`src/rtl/cfg_io_port_pkg.sv`:
```
package cfg_io_port_pkg;
   typedef enum logic [1:0] {
      OFS_VALUE = 2'd0,
      OFS_DIR   = 2'd1,
      OFS_CTL   = 2'd2,
      OFS_MODE  = 2'd3
   } cfg_ofs_e;

   localparam int unsigned NIBBLE_W = 4;
endpackage

```
`src/rtl/cfg_io_port_regs.sv`:
```
module cfg_io_port_regs
   import cfg_io_port_pkg::*;
#(
   parameter int unsigned PORT_W  = 8,
   parameter int unsigned PIO_BIT = 7
) (
   input  logic              clk,
   input  logic              rst_n,
   input  logic              we,
   input  logic [1:0]        ofs,
   input  logic [PORT_W-1:0] wdata,
   input  logic [PORT_W-1:0] pad_i,
   output logic [PORT_W-1:0] value_q,
   output logic [PORT_W-1:0] dir_q,
   output logic [PORT_W-1:0] ctl_q,
   output logic              pio_en,
   output logic [PORT_W-1:0] rdata
);
   logic [PORT_W-1:0] mode_q;
   cfg_ofs_e          sel;

   assign sel = cfg_ofs_e'(ofs);

   always_ff @(posedge clk or negedge rst_n) begin
      if (!rst_n) begin
         value_q <= '0;
         dir_q   <= '0;
         ctl_q   <= '0;
         mode_q  <= '0;
      end else if (we) begin
         unique case (sel)
            OFS_VALUE: value_q <= wdata;
            OFS_DIR:   dir_q   <= wdata;
            OFS_CTL:   ctl_q   <= wdata;
            OFS_MODE:  mode_q  <= wdata;
         endcase
      end
   end

   assign pio_en = mode_q[PIO_BIT];

   always_comb begin
      unique case (sel)
         OFS_VALUE: rdata = (value_q & dir_q) | (pad_i & ~dir_q);
         OFS_DIR:   rdata = dir_q;
         OFS_CTL:   rdata = ctl_q;
         OFS_MODE:  rdata = mode_q;
      endcase
   end
endmodule

```
`src/rtl/cfg_io_port_pinmux.sv`:
```
module cfg_io_port_pinmux
   import cfg_io_port_pkg::*;
#(
   parameter int unsigned PORT_W       = 8,
   parameter bit          SPLIT_NIBBLE = 1'b1,
   localparam int unsigned GRP_W       = SPLIT_NIBBLE ? NIBBLE_W : 1,
   localparam int unsigned N_GRP       = PORT_W / GRP_W
) (
   input  logic [N_GRP-1:0]  ctl,
   input  logic [PORT_W-1:0] dir,
   input  logic [PORT_W-1:0] value,
   input  logic [PORT_W-1:0] ext_oe,
   input  logic [PORT_W-1:0] lat_addr,
   output logic [PORT_W-1:0] mcu_o,
   output logic [PORT_W-1:0] mcu_oe
);
   logic [PORT_W-1:0] addr_sel;

   generate
      if (SPLIT_NIBBLE) begin : g_nibble
         for (genvar g = 0; g < N_GRP; g++) begin : g_grp
            assign addr_sel[g*GRP_W +: GRP_W] = {GRP_W{ctl[g]}};
         end
      end else begin : g_pin
         assign addr_sel = ctl;
      end
   endgenerate

   generate
      for (genvar i = 0; i < PORT_W; i++) begin : g_bit
         assign mcu_o[i]  = addr_sel[i] ? lat_addr[i] : value[i];
         assign mcu_oe[i] = dir[i] | ext_oe[i];
      end
   endgenerate
endmodule

```
`src/rtl/cfg_io_port_pio.sv`:
```
module cfg_io_port_pio #(
   parameter int unsigned PORT_W = 8
) (
   input  logic              en,
   input  logic              psel0,
   input  logic              psel1,
   input  logic              rd_stb,
   input  logic              wr_stb,
   input  logic [PORT_W-1:0] dbus_in,
   input  logic [PORT_W-1:0] pad_i,
   output logic [PORT_W-1:0] pio_o,
   output logic [PORT_W-1:0] pio_oe,
   output logic [PORT_W-1:0] dbus_out,
   output logic              dbus_oe
);
   logic sel_any;
   logic to_pins;
   logic to_bus;

   assign sel_any = psel0 | psel1;
   assign to_pins = en & sel_any & rd_stb;
   assign to_bus  = en & sel_any & wr_stb & ~rd_stb;

   assign pio_o    = dbus_in;
   assign pio_oe   = {PORT_W{to_pins}};
   assign dbus_out = to_bus ? pad_i : '0;
   assign dbus_oe  = to_bus;
endmodule

```
`src/rtl/cfg_io_port.sv`:
```
module cfg_io_port
   import cfg_io_port_pkg::*;
#(
   parameter int unsigned PORT_W       = 8,
   parameter bit          SPLIT_NIBBLE = 1'b1,
   parameter int unsigned PIO_BIT      = 7
) (
   input  logic              clk,
   input  logic              rst_n,
   input  logic              reg_we,
   input  logic [1:0]        reg_addr,
   input  logic [PORT_W-1:0] reg_wdata,
   output logic [PORT_W-1:0] reg_rdata,
   input  logic [PORT_W-1:0] lat_addr,
   input  logic [PORT_W-1:0] ext_oe,
   input  logic              psel0,
   input  logic              psel1,
   input  logic              rd_stb,
   input  logic              wr_stb,
   input  logic [PORT_W-1:0] dbus_in,
   output logic [PORT_W-1:0] dbus_out,
   output logic              dbus_oe,
   input  logic [PORT_W-1:0] pad_i,
   output logic [PORT_W-1:0] pad_o,
   output logic [PORT_W-1:0] pad_oe
);
   localparam int unsigned GRP_W = SPLIT_NIBBLE ? NIBBLE_W : 1;
   localparam int unsigned N_GRP = PORT_W / GRP_W;

   generate
      if (PORT_W < 2) begin : g_bad_width
         $error("cfg_io_port: PORT_W must be at least 2");
      end
      if (PIO_BIT >= PORT_W) begin : g_bad_pio
         $error("cfg_io_port: PIO_BIT must lie inside the mode register");
      end
      if (SPLIT_NIBBLE && (PORT_W % NIBBLE_W != 0)) begin : g_bad_split
         $error("cfg_io_port: nibble split needs PORT_W divisible by 4");
      end
   endgenerate

   logic [PORT_W-1:0] value_q, dir_q, ctl_q;
   logic              pio_en;
   logic [PORT_W-1:0] mcu_o, mcu_oe, pio_o, pio_oe;

   cfg_io_port_regs #(.PORT_W(PORT_W), .PIO_BIT(PIO_BIT)) u_regs (
      .clk(clk), .rst_n(rst_n), .we(reg_we), .ofs(reg_addr),
      .wdata(reg_wdata), .pad_i(pad_i),
      .value_q(value_q), .dir_q(dir_q), .ctl_q(ctl_q),
      .pio_en(pio_en), .rdata(reg_rdata)
   );

   cfg_io_port_pinmux #(.PORT_W(PORT_W), .SPLIT_NIBBLE(SPLIT_NIBBLE)) u_pinmux (
      .ctl(ctl_q[N_GRP-1:0]), .dir(dir_q), .value(value_q),
      .ext_oe(ext_oe), .lat_addr(lat_addr),
      .mcu_o(mcu_o), .mcu_oe(mcu_oe)
   );

   cfg_io_port_pio #(.PORT_W(PORT_W)) u_pio (
      .en(pio_en), .psel0(psel0), .psel1(psel1),
      .rd_stb(rd_stb), .wr_stb(wr_stb),
      .dbus_in(dbus_in), .pad_i(pad_i),
      .pio_o(pio_o), .pio_oe(pio_oe),
      .dbus_out(dbus_out), .dbus_oe(dbus_oe)
   );

   assign pad_o  = pio_en ? pio_o  : mcu_o;
   assign pad_oe = pio_en ? pio_oe : mcu_oe;
endmodule

```
`config.mk`:
```
export PLATFORM = sky130hd
export DESIGN_NAME = cfg_io_port
export DESIGN_NICKNAME = d
export VERILOG_FILES = /design/src/rtl/cfg_io_port_pkg.sv /design/src/rtl/cfg_io_port_regs.sv /design/src/rtl/cfg_io_port_pinmux.sv /design/src/rtl/cfg_io_port_pio.sv /design/src/rtl/cfg_io_port.sv
export SDC_FILE = /design/constraint.sdc
export NUM_CORES = 1
export LEC_CHECK = 0
export BUFFER_PORTS_ARGS = -buffer_cell sky130_fd_sc_hd__buf_2
export CORE_MARGIN = 1.5
export CORE_UTILIZATION = 45
export CTS_BUF_LIST = sky130_fd_sc_hd__clkbuf_4
export DETAILED_ROUTE_END_ITERATION = 12
export GPL_ROUTABILITY_DRIVEN = 0
export GPL_TIMING_DRIVEN = 0
export PLACE_DENSITY = 0.76
export SYNTH_ARGS = -nofsm -noshare
export SYNTH_HDL_FRONTEND = slang
export SYNTH_SLANG_ARGS = --single-unit
```
`constraint.sdc`:
```
create_clock -name clk -period 1.75 [get_ports clk]
set_clock_uncertainty 0.2 [all_clocks]
set_input_delay 0.175 -clock clk [delete_from_list [all_inputs] [get_ports clk]]
set_output_delay 0.175 -clock clk [all_outputs]
set_load 0.05 [all_outputs]
```
* Word-level counts from Yosys, hierarchy flattened
Index checks and enable logic that the tools add are counted.
** Storage, ports and cells
- Input bits :: 49
- Bits in registers :: 32
- Word-level logic and storage cells :: 42
- Output and inout bits :: 33
** Cells by class
- Muxes and demuxes :: 12
- Bitwise gates (word level) :: 18
- Eq/ne operators :: 3
- Reduce and logical (&&, ||, !) cells :: 5
** Operators with widths (count)
- one-hot mux 8 bit (4 select lines) :: 1
- 2-to-1 mux 8 bit :: 3
- AND 8 bit :: 2
- bitwise OR 1 bit :: 9
- 2-to-1 mux 1 bit :: 8
- NOT 8 bit :: 1
- bitwise OR 8 bit :: 1
- AND reduction 2 bit :: 4
- AND 1 bit :: 4
- == test 2 bit, second input constant :: 2
- == test 2 x 1 -> 1 bit, second input constant :: 1
- zero test 2 bit :: 1
- NOT 1 bit :: 1

* Depth between registers and ports, before layout
Gate-level depths: netlist of run 1.
- Word-level depth :: 5
- Mapped depth :: 4
- Depth with buffers taken out :: 2

* By module
A second synthesis of run 1 with hierarchy kept.
** Second synthesis, totals
- Cell total of the unflattened synthesis :: 184
- Area total of the unflattened synthesis :: 2187.1 um^2
** Modules (own cells, without submodules)
- cfg_io_port_regs :: area each 1546.5 um^2, cells an instance 113, seq. area each 800.8 um^2, times used 1
- cfg_io_port_pio :: area each 251.5 um^2, cells an instance 37, seq. area each 0.0 um^2, times used 1
- cfg_io_port :: area each 249.0 um^2, cells an instance 18, seq. area each 0.0 um^2, times used 1
- cfg_io_port_pinmux :: area each 140.1 um^2, cells an instance 16, seq. area each 0.0 um^2, times used 1

* Worst setup path after synthesis of run 1
OpenSTA, ideal clock, no wires.
- Path kind :: register to output
- Start :: reg u_regs.mode_q[7]
- End :: out pad_oe[5]
- Buffers on the path :: 2
- Data arrival time :: 1.795 ns
- Data required time :: 1.375 ns
- Cell stages (with the launch flop) :: 4
- Path slack :: -0.420 ns
- Path through :: dfrtp_1 > buf_2 > clkbuf_1 > o21ai_0
** On the way
- Longest elaborated chain between the ends :: 3
** Ends and longest elaborated chain
- start: declaration :: line cfg_io_port_regs.sv:19 : logic [PORT_W-1:0] mode_q;
- start signal: assignment :: line cfg_io_port_regs.sv:35 : OFS_MODE: mode_q <= wdata;
- AND 1 bit (2 in a row) :: line cfg_io_port_pio.sv:21 : assign to_pins = en & sel_any & rd_stb;
- 2-to-1 mux 8 bit * :: line cfg_io_port.sv:68 : assign pad_oe = pio_en ? pio_oe : mcu_oe;
- end: declaration :: line cfg_io_port.sv:25 : output logic [PORT_W-1:0] pad_oe
Every way passes the cells marked *; elsewhere a longest branch is shown, timed or not.

* Worst setup path in the final report of run 1
- Start :: reg u_regs.dir_q[1]
- End :: out reg_rdata[1]
** On the way
- Longest elaborated chain between the ends :: 4
- Elaborated cells between the ends (all ways) :: 5
- Those cells by class :: mux: 1; bitwise: 4
** Ends and longest elaborated chain
- start: declaration :: line cfg_io_port_regs.sv:14 : output logic [PORT_W-1:0] dir_q,
- start signal: assignment :: line cfg_io_port_regs.sv:33 : OFS_DIR: dir_q <= wdata;
- NOT 8 bit :: line cfg_io_port_regs.sv:44 : OFS_VALUE: rdata = (value_q & dir_q) | (pad_i & ~dir_q);
- AND 8 bit :: line cfg_io_port_regs.sv:44
- bitwise OR 8 bit :: line cfg_io_port_regs.sv:44
- one-hot mux 8 bit (4 select lines) * :: line cfg_io_port_regs.sv:43 : unique case (sel)
- end: declaration :: line cfg_io_port.sv:13 : output logic [PORT_W-1:0] reg_rdata,
Marks and branches as above.

==> impl_metrics.env, run 1 <==
export IMPL_outcome="finished with violations"
export IMPL_violations="negative setup slack"
export IMPL_vias_per_cell=5.69
export IMPL_slew_violations=0
export IMPL_clkLatencyLatePin_ns=0.33
export IMPL_grt_first_pass_wirelength_microns=8370
export IMPL_numPortBuffers=81
export IMPL_netlist_top_cells_area="dfrtp_1 (43%), mux2_2 (24%), mux4_2 (8.6%)"
export IMPL_clock_root_buffer="clkbuf_4"
export IMPL_drt_iter0_drc=81
export IMPL_stdcell_area_sq_um=3070
export IMPL_placedCellCount=283
export IMPL_critPathMaxFanout=2
export IMPL_p_leak_nw=1.43
export IMPL_cts_clk_slew_worst_paths_ns=0.10
export IMPL_post_dp_hpwl_microns=3460
export IMPL_hold_class="input port to register"
export IMPL_rsz0062_at_grt="true"
export IMPL_startpoint_type="register"
export IMPL_die_h_microns=67.0
export IMPL_cap_violations=0
export IMPL_start_util_pct=46.4
export IMPL_endpoint="reg_rdata[1]"
export IMPL_use_met1_pct=30.7
export IMPL_startpoint="u_regs.dir_q[1]"
export IMPL_grt_pass1_vias=1712
export IMPL_cp_end_kind="output port"
export IMPL_synth_area_sq_um=1840
export IMPL_hold_viol=0
export IMPL_fin_ws_ns=-0.398
export IMPL_track_usage_pct=26.4
export IMPL_via_count=1825
export IMPL_seq_area_frac_synth_pct=43.5
export IMPL_drt_wl_total_microns=6460
export IMPL_fin_cells=321
export IMPL_cts_max_level=2
export IMPL_cp_data_arrival_time_ns=1.77
export IMPL_synthDistinctLibCells=21
export IMPL_drt_first_pass_iters=4
export IMPL_ir_worst_vdd_mv=0.642
export IMPL_hold_ws_ns=0.122
export IMPL_synth_nets=201
export IMPL_netlist_instances=152
export IMPL_powerDensity_nw_per_um2=1060
export IMPL_core_sq_um=3970
export IMPL_drc=0
export IMPL_setup_viol=31
export IMPL_num_antenna_cells=0
export IMPL_row_count=23
export IMPL_wl_per_cell_microns=20.1
export IMPL_top_usage_layer="met2"
export IMPL_max_freq_mhz=466
export IMPL_cts_tree="yes"
export IMPL_met3_usage_pct=5.57
export IMPL_post_route_util_pct=77.3
export IMPL_cpPeakStageDelay_ns=0.50
export IMPL_worst_pin_slew_ns=0.871
export IMPL_worstPathRequired_ns=1.37
export IMPL_final_antenna_net_count=0
export IMPL_clkSinkCount=32
export IMPL_fin_crit_sh_pct=123
export IMPL_die_x_microns=67.0
export IMPL_min_from="reg_addr[0]"
export IMPL_grt_use_met2_pct=47.9
export IMPL_synth_top_area_share_pct=43.5
export IMPL_r2r_slack_ns=0.52
export IMPL_min_period_ns=2.15
export IMPL_final_common_cell="buf_2"
export IMPL_design_die_area_sq_um=4490
export IMPL_cts_buffers=5
export IMPL_drive_gt1_share_pct=74.5
export IMPL_synth_top_area_cell="dfrtp_1"
export IMPL_tns_ns=-4.00
export IMPL_r2r_start="u_regs.dir_q[4]"
export IMPL_antenna_found_initial=0
export IMPL_crit_slowest_cell="mux4_2"
export IMPL_slew_limit_headroom_pct=41.9
export IMPL_ys_ff_latch=32
export IMPL_layout_common_cells="buf_2 (48), mux2_2 (40), buf_6 (38)"
export IMPL_layout_nets=320
export IMPL_io_pins=82
export IMPL_r2r_end="u_regs.dir_q[4]"
export IMPL_grt_max_degree=33
export IMPL_avgSynthCellArea_sq_um=12.1
export IMPL_overflow=0
export IMPL_r2r_cells=3
export IMPL_clock_path_buffers=2
export IMPL_placed_cell_area_sq_um=2350
export IMPL_area_growth_syn_to_layout_pct=66.6
export IMPL_crit_type="register to output port"
export IMPL_cp_cell_sequence="mux2_2 > mux4_2 > buf_6"
export IMPL_ys_warn_count=0
[cell type report]
cell class | count | area (sq um)
Multi-Input combinational cell | 105 | 1140
Timing Repair Buffer | 113 | 911
Fill cell | 259 | 903
Sequential cell | 32 | 803
Buffer | 6 | 73.8
Tap cell | 50 | 62.6
Clock buffer | 6 | 45.0
Inverter | 8 | 30.0
Clock inverter | 1 | 5.00
[power breakdown]
part | switching [W] | leakage [nW] | internal [W]
registers | 0.000101 | 0.377 | 0.000881
clock network | 0.000250 | 0.0315 | 0.000163
logic | 0.00102 | 1.02 | 0.000838
total | 0.00137 | 1.43 | 0.00188
[worst min-delay path by stage]
stage	endpoint	slack (ns)	cells after the start
after global routing	u_regs.value_q[3]	0.10	3
after floorplan	u_regs.ctl_q[0]	-0.32	0
after global placement	u_regs.value_q[4]	0.07	1
after CTS	u_regs.value_q[1]	0.09	3
after detailed placement	u_regs.value_q[4]	0.07	1
final	u_regs.value_q[2]	0.12	3
[state kept, by name (all words and copies together) (netlist names)]
signal	count
u_regs.ctl_q	8
u_regs.value_q	8
u_regs.dir_q	8
u_regs.mode_q	8
[metal layers]
layer	part of all wire (%)	routed length [microns]
met3	7.3	474
met2	54	3520
met1	36	2350
met5	0	0
met4	1.8	116
[cells in the mapped netlist]
cell,count
clkbuf_1,4
mux4_1,1
nand2b_1,1
nor2_1,9
o211ai_1,1
nand3b_2,2
mux4_2,7
buf_4,1
buf_6,1
dfrtp_1,32
inv_1,8
o21ai_1,1
buf_2,1
nand2_1,8
nor3_1,8
nand3_2,1
mux2i_1,8
nor3b_4,1
buf_1,1
o21ai_0,16
mux2_2,40
[critical path: cells and delay by family (launching register included)]
kind | cells | cell delay, ns
flip-flops | 1 | 0.38
buffers and inverters | 1 | 0.18
multiplexers | 2 | 0.88
[logic make-up after synthesis]
kind of cell / synth area share, %
muxes: 38.8
DFF: 43.5
and+or+nand+nor: 8.76
AOI/OAI and AO/OA: 5.03
buffers and inverters: 3.94
[metrics by stage]
| stage | total power (W) | setup slack [ns] |
|---|---|---|
| finish | 0.00325 | -0.398 |
| detailed placement | 0.00228 | -0.281 |
| global placement | 0.00226 | -0.244 |
| floorplan | 0.00196 | -0.383 |
| CTS | 0.00303 | -0.317 |
| global route | 0.00339 | -0.429 |
[timing repair]
item	4_1_cts	5_1_grt
endpoints found under the hold margin	64	0
pin swaps	2	6
setup endpoints to repair	33	33
setup buffers	12	8
hold buffers	9	0
resized for setup	83	30
cloned	2	2
No activity file was read; power rests on OpenSTA's default activity.
==> run 2: changes to the inputs <==
Settings changed: TNS_END_PERCENT set to 50.
==> run 2 against run 1 <==
Net effect:
- the run still ends with negative setup slack left
- routed wire length fell by 2.5%
- worst hold slack worse by 0.035 ns
- final cell count down 2.2%
- sequential cell count unchanged
- first-iteration DRC count is 47% lower
- global-route usage is 3.1 points higher
- worst setup slack improved by 0.042 ns
- utilization shrank 2.0 points
- critical path type unchanged
- largest cell class unchanged
- highest routed layer unchanged
==> impl_metrics.env, run 2 (synthesis gave the netlist of run 1 again) <==
export IMPL_outcome="finished with violations"
export IMPL_violations="negative setup slack"
export IMPL_finalPower_w=0.00322
export IMPL_antenna_found_initial=0
export IMPL_slew_violations=0
export IMPL_cap_violations=0
export IMPL_clock_root_buffer="clkbuf_4"
export IMPL_drt_wl_total_microns=6290
export IMPL_io_pins=82
export IMPL_core_sq_um=3970
export IMPL_endpoint="reg_rdata[1]"
export IMPL_grt_max_degree=33
export IMPL_final_common_cell="buf_2"
export IMPL_cts_clk_slew_worst_paths_ns=0.12
export IMPL_r2r_start="u_regs.dir_q[2]"
export IMPL_drt_first_pass_iters=4
export IMPL_slew_limit_headroom_pct=47.5
export IMPL_p_leak_nw=1.38
export IMPL_wl_per_cell_microns=20.0
export IMPL_stdcell_area_sq_um=2990
export IMPL_die_x_microns=67.0
export IMPL_vias_per_cell=5.62
export IMPL_crit_type="register to output port"
export IMPL_powerDensity_nw_per_um2=1080
export IMPL_ir_worst_vdd_mv=0.648
export IMPL_track_usage_pct=29.6
export IMPL_post_dp_hpwl_microns=3490
export IMPL_layout_common_cells="buf_2 (48), mux2_2 (40), buf_6 (34)"
export IMPL_cp_data_arrival_time_ns=1.73
export IMPL_fin_ws_ns=-0.356
export IMPL_hold_viol=0
export IMPL_drc=0
export IMPL_clkSinkCount=32
export IMPL_cts_tree="yes"
export IMPL_r2r_end="u_regs.dir_q[2]"
export IMPL_final_antenna_net_count=0
export IMPL_tns_ns=-3.56
export IMPL_r2r_cells=3
export IMPL_r2r_slack_ns=0.52
export IMPL_fin_crit_sh_pct=120
export IMPL_die_h_microns=67.0
export IMPL_worstPathRequired_ns=1.37
export IMPL_post_route_util_pct=75.3
export IMPL_rsz0062_at_grt="true"
export IMPL_startpoint_type="register"
export IMPL_layout_nets=312
export IMPL_numPortBuffers=81
export IMPL_clock_path_buffers=2
export IMPL_area_growth_syn_to_layout_pct=62.4
export IMPL_critPathMaxFanout=3
export IMPL_max_freq_mhz=475
export IMPL_via_count=1765
export IMPL_setup_viol=30
export IMPL_cts_buffers=5
export IMPL_hold_class="input port to register"
export IMPL_drt_iter0_drc=43
export IMPL_num_antenna_cells=0
export IMPL_drive_gt1_share_pct=72.7
export IMPL_placed_cell_area_sq_um=2350
export IMPL_min_period_ns=2.11
export IMPL_design_die_area_sq_um=4490
export IMPL_clkLatencyLatePin_ns=0.35
export IMPL_worst_pin_slew_ns=0.787
export IMPL_cp_end_kind="output port"
export IMPL_num_fill_cells=270
export IMPL_row_count=23
export IMPL_grt_first_pass_wirelength_microns=9240
export IMPL_cts_max_level=2
export IMPL_overflow=0
export IMPL_grt_pass1_vias=1837
export IMPL_start_util_pct=46.4
export IMPL_startpoint="u_regs.value_q[1]"
-- run 2: metal layers --
metal  vias to the layer above  global-route usage [%]  wire length [microns]
li1                        782                       -                      -
met1                       898                    35.9                   2540
met2                        76                    52.0                   3330
met3                         9                    7.09                    367
met4                         0                    8.16                     59
met5                         -                       0                      0
-- run 2: repair_timing --
action / in CTS / in global routing
hold buffers: 9 / 0
setup buffers: 12 / 2
pin swaps: 3 / 4
endpoints found under the setup margin: 33 / 33
resized for setup: 96 / 13
endpoints found under the hold margin: 64 / 0
cloned: 3 / 0
-- run 2: worst min-delay path by stage --
stage | start | end | slack [ns] | cells past startpoint
2_1_floorplan | rst_n | u_regs.ctl_q[0] | -0.32 | 0
3_3_place_gp | rst_n | u_regs.dir_q[1] | 0.06 | 1
3_5_place_dp | rst_n | u_regs.dir_q[1] | 0.07 | 1
4_1_cts | reg_addr[0] | u_regs.value_q[7] | 0.1 | 3
5_1_grt | reg_addr[0] | u_regs.value_q[3] | 0.09 | 3
6_report | reg_addr[0] | u_regs.value_q[7] | 0.09 | 3
-- run 2: cell type report --
type	count	area, sq um	area share (%)
Buffer	6	83.8	2.80
Timing Repair Buffer	105	828	27.7
Clock buffer	7	52.6	1.76
Inverter	8	30.0	1.00
Tap cell	50	62.6	2.09
Clock inverter	1	3.75	0.126
Sequential cell	32	803	26.9
Multi-Input combinational cell	105	1130	37.7
-- run 2: stage by stage --
step                std cells  hold slack, ns  worst slack, ns
floorplan                 152          -0.321           -0.383
global placement          283          0.0641           -0.305
CTS                       313          0.0984           -0.328
finish                    314          0.0870           -0.356
global route              314          0.0940           -0.377
detailed placement        283          0.0716           -0.292
-- run 2: critical path: stages, from the launching register on --
cell     delay [ns]
dfrtp_1        0.44
mux2_2         0.29
mux4_2         0.47
buf_6          0.17
-- run 2: power by group --
group	switching (W)	internal [W]	total (W)	leakage (nW)
registers	0.000111	0.000881	0.000992	0.377
logic	0.000983	0.000787	0.00177	0.973
clock network	0.000274	0.000185	0.000459	0.0338
total	0.00137	0.00185	0.00322	1.38
==> run 3: changes to the inputs <==
Settings changed: REMOVE_ABC_BUFFERS set to 1.
==> run 3 against run 2 <==
Net effect:
- the run still ends with negative setup slack left
- combinational power shrank 4%
- total power shrank 3.2%
- final cell count decreased by 0.96%
- worst hold slack gained 0.13 ns
- largest power group unchanged
==> impl_metrics.env, run 3 (synthesis gave the netlist of run 1 again) <==
export IMPL_setup_viol=32
export IMPL_die_x_microns=67.0
export IMPL_numPortBuffers=81
export IMPL_powerDensity_nw_per_um2=1070
export IMPL_layout_nets=310
export IMPL_overflow=0
export IMPL_wl_per_cell_microns=19.3
export IMPL_r2r_cells=3
export IMPL_p_comb_share_pct=54.6
export IMPL_r2r_slack_ns=0.27
export IMPL_cp_data_arrival_time_ns=1.69
export IMPL_grt_pass1_vias=1616
export IMPL_area_growth_syn_to_layout_pct=58.5
export IMPL_r2r_start="u_regs.mode_q[7]"
export IMPL_cts_clk_slew_worst_paths_ns=0.10
export IMPL_drt_iter0_drc=116
export IMPL_design_die_area_sq_um=4490
export IMPL_cts_buffers=5
export IMPL_worstPathRequired_ns=1.37
export IMPL_p_sw_share_pct=41.9
export IMPL_seqPwrFrac_pct=32.3
export IMPL_min_period_ns=2.07
export IMPL_cap_violations=0
export IMPL_placedCellCount=275
export IMPL_fin_cells=311
export IMPL_start_util_pct=46.4
export IMPL_finalPower_w=0.00312
export IMPL_final_common_cell="buf_2"
export IMPL_startpoint="u_regs.dir_q[3]"
export IMPL_drt_first_pass_iters=4
export IMPL_clock_root_buffer="clkbuf_4"
export IMPL_io_pins=82
export IMPL_slew_limit_headroom_pct=51.3
export IMPL_hold_ws_ns=0.219
export IMPL_worstHoldPathCells=3
export IMPL_via_count=1762
export IMPL_tns_ns=-4.39
export IMPL_clock_path_buffers=2
export IMPL_grt_first_pass_wirelength_microns=8010
export IMPL_row_count=23
export IMPL_outcome="finished with violations"
export IMPL_core_sq_um=3970
export IMPL_min_from="reg_we"
export IMPL_p_leak_nw=1.37
export IMPL_cp_cell_sequence="mux2_4 > mux4_2 > buf_8"
export IMPL_p_int_w=0.00181
export IMPL_rsz0062_at_grt="true"
export IMPL_slew_violations=0
export IMPL_track_usage_pct=25.0
export IMPL_drc=0
export IMPL_violations="negative setup slack"
export IMPL_crit_type="register to output port"
export IMPL_crit_slowest_cell="mux4_2"
export IMPL_clkSinkCount=32
export IMPL_drive_gt1_share_pct=71.3
export IMPL_critPathMaxFanout=2
export IMPL_drt_wl_total_microns=5990
export IMPL_vias_per_cell=5.67
export IMPL_whs_endpoint="u_regs.mode_q[0]"
export IMPL_worst_pin_slew_ns=0.731
export IMPL_ir_worst_vdd_mv=0.609
export IMPL_num_fill_cells=257
export IMPL_cts_tree="yes"
export IMPL_p_clk_share_pct=13.1
export IMPL_cts_max_level=2
export IMPL_grt_max_degree=33
export IMPL_num_antenna_cells=0
export IMPL_layout_common_cells="buf_2 (48), mux2_2 (37), dfrtp_1 (30)"
export IMPL_hold_viol=0
export IMPL_power_switching_w=0.00131
export IMPL_cp_end_kind="output port"
export IMPL_hold_class="input port to register"
export IMPL_r2r_end="u_regs.mode_q[7]"
export IMPL_fin_ws_ns=-0.318
export IMPL_startpoint_type="register"
export IMPL_antenna_found_initial=0
export IMPL_die_h_microns=67.0
export IMPL_post_dp_hpwl_microns=3200
export IMPL_fin_crit_sh_pct=118
export IMPL_max_freq_mhz=484
export IMPL_cpPeakStageDelay_ns=0.49
export IMPL_final_antenna_net_count=0
export IMPL_clkLatencyLatePin_ns=0.32
run 3: power groups by stage:
stage	combinational (W)	clock, W	sequential, W
3_3_place_gp	0.00114	0	0.00103
4_1_cts	0.00149	0.000415	0.000993
6_report	0.00170	0.000409	0.00101
5_1_grt	0.00178	0.000447	0.00103
3_5_place_dp	0.00115	0	0.00104
2_1_floorplan	0.000896	0	0.000988
run 3: routing by layer:
metal | up-vias | routed length, microns | track usage, % | share of wire [%]
met4 | 0 | 197 | 8.67 | 3.3
met2 | 83 | 3230 | 42.8 | 54
met3 | 19 | 362 | 5.41 | 6.0
met5 | - | 0 | 0 | 0
met1 | 882 | 2200 | 31.0 | 37
li1 | 778 | - | - | -
run 3: worst max-delay path, delay by kind of cell (launching register included):
kind | cells | cell delay, ns
buffers and inverters | 1 | 0.17
DFF | 1 | 0.40
muxes | 2 | 0.79
run 3: how the worst max path moves through the flow:
stage               slack, ns           end  depth (start not counted)
finish                  -0.32  reg_rdata[3]                          3
CTS                     -0.30  reg_rdata[3]                          3
floorplan               -0.70   dbus_out[0]                          2
detailed placement      -0.55   dbus_out[3]                          3
global placement        -0.61   dbus_out[2]                          3
global route            -0.38  reg_rdata[7]                          3
run 3: cell type report:
cell class | instances | area, sq um | area share [%]
Tap cell | 50 | 62.6 | 2.14
Timing Repair Buffer | 109 | 878 | 30.1
Clock inverter | 1 | 5.00 | 0.171
Multi-Input combinational cell | 105 | 1090 | 37.4
Inverter | 8 | 30.0 | 1.03
Sequential cell | 32 | 806 | 27.6
Clock buffer | 6 | 45.0 | 1.54
run 3: timing repair:
item                                   CTS  global route
setup endpoints to repair               33            33
gates cloned                             1             1
gates resized for setup                 72            46
setup buffers                           14             4
pin swaps                                1             1
hold buffers                             9             0
endpoints found under the hold margin   64             0
run 3: through the flow:
stage | setup WS (ns) | util [%] | cell area, sq um
finish | -0.318 | 73.5 | 2920
global route | -0.376 | 73.5 | 2920
CTS | -0.305 | 68.3 | 2710
detailed placement | -0.549 | 57.1 | 2270
global placement | -0.611 | 57.1 | 2270
floorplan | -0.702 | - | 1800
